===== src/rtl/tlb_pkg.sv =====
package tlb_pkg;
  // Where a refill lands
  typedef enum logic [1:0] {
    VIC_SAME = 2'd0,   // tag already present: rewrite it
    VIC_FREE = 2'd1,   // lowest invalid slot
    VIC_RR   = 2'd2    // all slots full: rotating pointer
  } vic_src_t;
endpackage


===== src/rtl/tlb_match.sv =====
module tlb_match #(
  parameter int N     = 16,
  parameter int VPN_W = 20,
  parameter int PID_W = 8,
  localparam int IDX_W = $clog2(N)
) (
  input  logic [N-1:0]            ent_valid,
  input  logic [N-1:0][VPN_W-1:0] ent_vpn,
  input  logic [N-1:0][PID_W-1:0] ent_pid,
  input  logic [VPN_W-1:0]        key_vpn,
  input  logic [PID_W-1:0]        key_pid,
  output logic [N-1:0]            match_vec,
  output logic                    any_hit,
  output logic [IDX_W-1:0]        hit_idx
);
  function automatic logic [IDX_W-1:0] lowest_set(input logic [N-1:0] v);
    logic [IDX_W-1:0] r;
    r = '0;
    for (int i = N - 1; i >= 0; i--) if (v[i]) r = i[IDX_W-1:0];
    return r;
  endfunction

  for (genvar gi = 0; gi < N; gi++) begin : g_cmp
    assign match_vec[gi] = ent_valid[gi] && (ent_vpn[gi] == key_vpn) && (ent_pid[gi] == key_pid);
  end

  assign any_hit = |match_vec;
  assign hit_idx = lowest_set(match_vec);
endmodule


===== src/rtl/tlb_victim.sv =====
module tlb_victim
  import tlb_pkg::*;
#(
  parameter int N = 16,
  localparam int IDX_W = $clog2(N)
) (
  input  logic             clk,
  input  logic             rst_n,
  input  logic [N-1:0]     ent_valid,
  input  logic             same_hit,
  input  logic [IDX_W-1:0] same_idx,
  input  logic             fill_go,
  output logic [IDX_W-1:0] vic_idx,
  output vic_src_t         vic_src
);
  logic [IDX_W-1:0] rr_q;
  logic [N-1:0]     free_vec;

  function automatic logic [IDX_W-1:0] first_free(input logic [N-1:0] v);
    logic [IDX_W-1:0] r;
    r = '0;
    for (int i = N - 1; i >= 0; i--) if (v[i]) r = i[IDX_W-1:0];
    return r;
  endfunction

  function automatic logic [IDX_W-1:0] rr_step(input logic [IDX_W-1:0] p);
    return (p == IDX_W'(N - 1)) ? '0 : p + 1'b1;
  endfunction

  assign free_vec = ~ent_valid;

  always_comb begin
    if (same_hit) begin
      vic_src = VIC_SAME;
      vic_idx = same_idx;
    end else if (|free_vec) begin
      vic_src = VIC_FREE;
      vic_idx = first_free(free_vec);
    end else begin
      vic_src = VIC_RR;
      vic_idx = rr_q;
    end
  end

  always_ff @(posedge clk or negedge rst_n) begin
    if (!rst_n) rr_q <= '0;
    else if (fill_go && vic_src == VIC_RR) rr_q <= rr_step(rr_q);
  end


  rr_only_when_full_chk: assert property (@(posedge clk) disable iff (!rst_n)
    (fill_go && vic_src == VIC_RR) |-> (&ent_valid));

  free_slot_is_free_chk: assert property (@(posedge clk) disable iff (!rst_n)
    (fill_go && vic_src == VIC_FREE) |-> !ent_valid[vic_idx]);

  rr_moves_chk: assert property (@(posedge clk) disable iff (!rst_n)
    (fill_go && vic_src == VIC_RR) |=> (rr_q != $past(rr_q)));
endmodule


===== src/rtl/tlb_tagged.sv =====
module tlb_tagged
  import tlb_pkg::*;
#(
  parameter int N_ENT = 16,
  parameter int PID_W = 8,
  parameter int VA_W  = 32,
  parameter int OFF_W = 12,
  parameter int PFN_W = 20,
  localparam int VPN_W = VA_W - OFF_W,
  localparam int PA_W  = PFN_W + OFF_W,
  localparam int IDX_W = $clog2(N_ENT)
) (
  input  logic             clk,
  input  logic             rst_n,
  input  logic             lk_valid,
  input  logic [VA_W-1:0]  lk_vaddr,
  input  logic [PID_W-1:0] lk_pid,
  output logic             lk_hit,
  output logic             lk_miss,
  output logic [PA_W-1:0]  lk_paddr,
  input  logic             fill_valid,
  input  logic [VPN_W-1:0] fill_vpn,
  input  logic [PID_W-1:0] fill_pid,
  input  logic [PFN_W-1:0] fill_pfn,
  input  logic             flush_all,
  input  logic             inv_valid,
  input  logic [PID_W-1:0] inv_pid
);
  logic [N_ENT-1:0]            valid_q;
  logic [N_ENT-1:0][VPN_W-1:0] vpn_q;
  logic [N_ENT-1:0][PID_W-1:0] pid_q;
  logic [N_ENT-1:0][PFN_W-1:0] pfn_q;

  function automatic logic [VPN_W-1:0] page_of(input logic [VA_W-1:0] a);
    return a[VA_W-1:OFF_W];
  endfunction
  function automatic logic [OFF_W-1:0] offset_of(input logic [VA_W-1:0] a);
    return a[OFF_W-1:0];
  endfunction

  // Named internal events
  logic [N_ENT-1:0] lk_match_vec, fill_match_vec;
  logic             lk_any, fill_same;
  logic [IDX_W-1:0] lk_idx, fill_same_idx, vic_idx;
  vic_src_t         vic_src;
  logic             fill_go;

  assign fill_go = fill_valid && !flush_all;

  tlb_match #(.N(N_ENT), .VPN_W(VPN_W), .PID_W(PID_W)) u_lk_match (
    .ent_valid(valid_q), .ent_vpn(vpn_q), .ent_pid(pid_q),
    .key_vpn(page_of(lk_vaddr)), .key_pid(lk_pid),
    .match_vec(lk_match_vec), .any_hit(lk_any), .hit_idx(lk_idx));

  tlb_match #(.N(N_ENT), .VPN_W(VPN_W), .PID_W(PID_W)) u_fill_match (
    .ent_valid(valid_q), .ent_vpn(vpn_q), .ent_pid(pid_q),
    .key_vpn(fill_vpn), .key_pid(fill_pid),
    .match_vec(fill_match_vec), .any_hit(fill_same), .hit_idx(fill_same_idx));

  tlb_victim #(.N(N_ENT)) u_victim (
    .clk(clk), .rst_n(rst_n), .ent_valid(valid_q),
    .same_hit(fill_same), .same_idx(fill_same_idx), .fill_go(fill_go),
    .vic_idx(vic_idx), .vic_src(vic_src));

  assign lk_hit   = lk_valid && lk_any;
  assign lk_miss  = lk_valid && !lk_any;
  assign lk_paddr = lk_hit ? {pfn_q[lk_idx], offset_of(lk_vaddr)} : '0;

  always_ff @(posedge clk or negedge rst_n) begin
    if (!rst_n) begin
      valid_q <= '0;
      vpn_q   <= '0;
      pid_q   <= '0;
      pfn_q   <= '0;
    end else if (flush_all) begin
      valid_q <= '0;
    end else begin
      for (int i = 0; i < N_ENT; i++)
        if (inv_valid && pid_q[i] == inv_pid) valid_q[i] <= 1'b0;
      if (fill_valid) begin
        valid_q[vic_idx] <= 1'b1;
        vpn_q[vic_idx]   <= fill_vpn;
        pid_q[vic_idx]   <= fill_pid;
        pfn_q[vic_idx]   <= fill_pfn;
      end
    end
  end


  hit_miss_excl_chk: assert property (@(posedge clk) disable iff (!rst_n)
    !(lk_hit && lk_miss) && (lk_valid == (lk_hit || lk_miss)));

  unique_tag_chk: assert property (@(posedge clk) disable iff (!rst_n)
    $onehot0(lk_match_vec) && $onehot0(fill_match_vec));

  flush_clears_chk: assert property (@(posedge clk) disable iff (!rst_n)
    flush_all |=> (valid_q == '0));

  fill_visible_chk: assert property (@(posedge clk) disable iff (!rst_n)
    fill_go |=> (!(lk_valid && page_of(lk_vaddr) == $past(fill_vpn) && lk_pid == $past(fill_pid))
                 || (lk_hit && lk_paddr[PA_W-1:OFF_W] == $past(fill_pfn))));

  inv_clears_chk: assert property (@(posedge clk) disable iff (!rst_n)
    (inv_valid && !fill_valid && !flush_all) |=> !(lk_hit && lk_pid == $past(inv_pid)));
endmodule


===== config.mk =====
export PLATFORM = sky130hd
export DESIGN_NAME = tlb_tagged
export DESIGN_NICKNAME = d
export VERILOG_FILES = /design/src/rtl/tlb_pkg.sv /design/src/rtl/tlb_match.sv /design/src/rtl/tlb_victim.sv /design/src/rtl/tlb_tagged.sv
export SDC_FILE = /design/constraint.sdc
export NUM_CORES = 2
export LEC_CHECK = 0
export CAP_MARGIN = 30
export CELL_PAD_IN_SITES_DETAIL_PLACEMENT = 1
export CELL_PAD_IN_SITES_GLOBAL_PLACEMENT = 1
export CORE_ASPECT_RATIO = 1.4
export CORE_MARGIN = 4
export CORE_UTILIZATION = 45
export DETAILED_ROUTE_END_ITERATION = 8
export PLACE_DENSITY_LB_ADDON = 0.1
export SETUP_SLACK_MARGIN = 0.02
export SLEW_MARGIN = 15
export SYNTH_ARGS = -nofsm -noshare
export SYNTH_HDL_FRONTEND = slang
export SYNTH_SLANG_ARGS = --single-unit

===== constraint.sdc =====
create_clock -name clk -period 5.25 [get_ports clk]
set_input_delay 1.05 -clock clk [delete_from_list [all_inputs] [get_ports clk]]
set_output_delay 1.05 -clock clk [all_outputs]
set_load 0.01 [all_outputs]

==> flow_summary.toml <==
[timing]
finalMaxSlewViolations = 0
fin_ws_ps = -623
setup_tns_ps = -10180
skew_ps = 36.5
finalSetupViolCount = 20
finalCriticalPeriod_ps = 5870
max_freq_mhz = 170
worstMarginPinSlew_ps = 1010
hold_slack_ps = 422
period_share_pct = 112
final_hold_viol_count = 0
relSlewSlack_pct = 32.5
rsz0062_at_grt = "true"

[global_route]
grt_pass1_vias = 40800
gr-usage-met1_pct = 41.8
top_usage_layer = "met2"
overflow = 0
use_met2_pct = 62.7
met3_usage_pct = 4.86
grt_max_degree = 129
grt_first_pass_wirelength_um = 290000
track_usage_pct = 36.5
antenna_found_initial = 5

[die]
chipHeight_um = 392
start_util_pct = 45.4
fp.dieW_um = 282
rows = 140
die_area_um2 = 111000
ioPinCount = 136
coreArea_um2 = 104000

[cts]
path_clk_slew_ps = 60
clock_latency_ps = 690
tritoncts = "done"
clk_path_buf_depth = 3
clkSinkCount = 788
h-tree-depth = 3
cts_buffers = 86
cts_root_buf = "clkbuf_16"

[power]
powerDensity_nw_per_um2 = 271
power_leakage_uw = 0.0269
ir_worst_vdd_mv = 0.311

[route]
wirelength_um = 205000
wl_per_cell_um = 33.2
post-route-drc-count = 0
vias_per_cell = 6.11
drt_iter0_drc = 2483
dr_total_vias = 37800
ant_nets = 0
dr.pass1.iters = 5

[place]
port_buffers = 135
place_hpwl_um = 147000
gp_congestion = 0.986

[layout]
seqCellArea_um2 = 19700
final_util_pct = 58.4
drive_gt1_share_pct = 41.1
syn2layout_area_growth_pct = 28.7
multi_input_area_um2 = 27700
fin_nets = 4861
fillers = 10500

[synth]
synth_ff_type = "dfrtp_1"
synth_edf_count = 0
ys_types = 69
synth_top_area_share_pct = 41.6
synth_cells = 4142
synthTopCellsByArea = "dfrtp_1 (42%), mux2_2 (17%), xnor2_1 (13%)"
synth_area_per_cell_um2 = 11.4
synthArstFlopShare_pct = 100
syn_nets = 4245
yosys.area.top_type = "dfrtp_1"
synth-seq-cells = 788
yosysWarnings = 0
yosysSeqAreaShare_pct = 41.6
syn_area_um2 = 47400

[worst_setup_path]
required_ps = 4200
endpoint_kind = "output port"
arrival_ps = 4820
startpoint_type = "input pin"
crit_fanout = 11
path_class = "in2out"

[run_status]
outcome = "complete, but fails checks"
violations = "setup timing"

[min_path]
worstHoldPathType = "in2async"

[flow_run]
cap_violations = 0
## flip-flops by register name, summed over array words and instances (netlist names)
name and flops:
vpn_q 320, pid_q 128, u_victim.rr_q 4, valid_q 16, pfn_q 320
## per-layer routing
layer,up-vias,share of wire (%)
li1,16000,-
met4,4,8.8
met1,19800,37
met5,-,0.0097
met2,1327,49
met3,644,4.9
## stage by stage
stage | power (uW) | setup WS, ps | cell area [um2] | cells
global route | 17100 | -664 | 61000 | 6176
detailed placement | 9900 | -1550 | 55200 | 5934
CTS | 16500 | -484 | 59900 | 6150
floorplan | 8530 | 56.7 | 47400 | 4142
global placement | 9840 | -1580 | 55100 | 5932
finish | 16500 | -623 | 61000 | 6176
## cell families (layout without fill, tap and decap cells)
logic type | count (synthesis) | after routing | share of synthesized area [%]
xor+xnor | 1007 | 1007 | 18.6
compound gates | 132 | 133 | 2.16
buf+inv | 358 | 1041 | 3.59
other cells | 0 | 1 | 0
flops | 788 | 788 | 41.6
fa+ha+maj | 1 | 1 | 0.0264
simple gates | 886 | 886 | 11.0
mux | 970 | 970 | 23.0
## cell usage in the layout (no fill, tap or decap), types with 22 or more instances in the layout
cell             instances
buf_12                 158
buf_2                   66
buf_4                  531
buf_6                   45
clkbuf_16               87
clkdlybuf4s50_1         39
clkinv_2                24
dfrtp_1                788
mux2_1                  55
mux2_2                 701
mux2_4                  73
mux2i_1                131
nand2_1                125
nand2b_1                30
nand3_1                 61
nand4_1                310
nor2_1                  22
nor3_1                  32
nor4_1                 122
nor4_2                  32
o211ai_1                24
xnor2_1                609
xnor2_2                 56
xor2_1                 318
## synth_stat cells, drive strengths merged (2+ instances only)
cell and n:
nor3b 17, mux2 829, dfrtp 788, xor2 330, nand4b 7, clkbuf 140, a22oi 20, and4 4
and3 11, a2111oi 4, or4 8, nor2 23, nor4 167, a31oi 5, o311ai 3, o22ai 3
and2 16, or3 6, o211ai 24, nor4b 5, a222oi 20, nand4 310, o21ai 12, mux2i 141
nor4bb 2, nand2b 32, o2111ai 3, inv 18, nand3 68, or2 15, nand3b 3, a21boi 6
buf 199, or4b 2, nand2 131, xnor2 677, a21oi 10, o31ai 3, or3b 14, nor2b 9
nor3 35, a21bo 2, a31o 9
## power breakdown
| group | switching, uW | internal [uW] | total [uW] |
|---|---|---|---|
| Combinational | 1710 | 1450 | 3170 |
| Sequential | 433 | 6470 | 6900 |
| Clock | 2750 | 3710 | 6470 |
## layout make-up
class	count	share of cell area [%]
Antenna cell	1	0.00410
Clock buffer	114	4.04
Clock inverter	42	0.804
Inverter	19	0.117
Multi-Input combinational cell	2997	45.5
Sequential cell	788	32.3
Tap cell	1349	2.77
Timing Repair Buffer	866	14.5
## critical path, stage by stage
cell and delay [ps]:
buf_2 130, buf_4 160, buf_12 160, buf_4 200, xnor2_1 270, nand4_1 140, nor2_1 190, nand4_1 210
nand2_2 220, a311oi_4 90, o31ai_4 350, buf_6 190, buf_12 120, buf_12 120, clkbuf_16 150, mux2_4 300
a222oi_1 230, o211ai_1 260, buf_2 210
## final timing paths
kind | startpoint | endpoint | slack (ps) | depth (start not counted)
setup reg to reg | vpn_q[259] | pfn_q[169] | 830 | 13
hold / removal | rst_n | pid_q[60] | 420 | 1
max in group asynchronous | rst_n | vpn_q[31] | 3440 | 3
hold reg to reg | pfn_q[57] | pfn_q[57] | 490 | 1
setup / recovery | lk_pid[3] | lk_paddr[13] | -620 | 19
min in group clk | pfn_q[57] | pfn_q[57] | 490 | 1
## repair_timing
| item | 4_1_cts | 5_1_grt |
|---|---|---|
| endpoints found under the setup margin | 34 | 33 |
| hold buffers | 0 | 0 |
| pin swaps | 100 | 72 |
| cloned | 9 | 2 |
| gates resized for setup | 386 | 145 |
| setup buffers | 54 | 29 |
(Power assumes the default switching activity.)
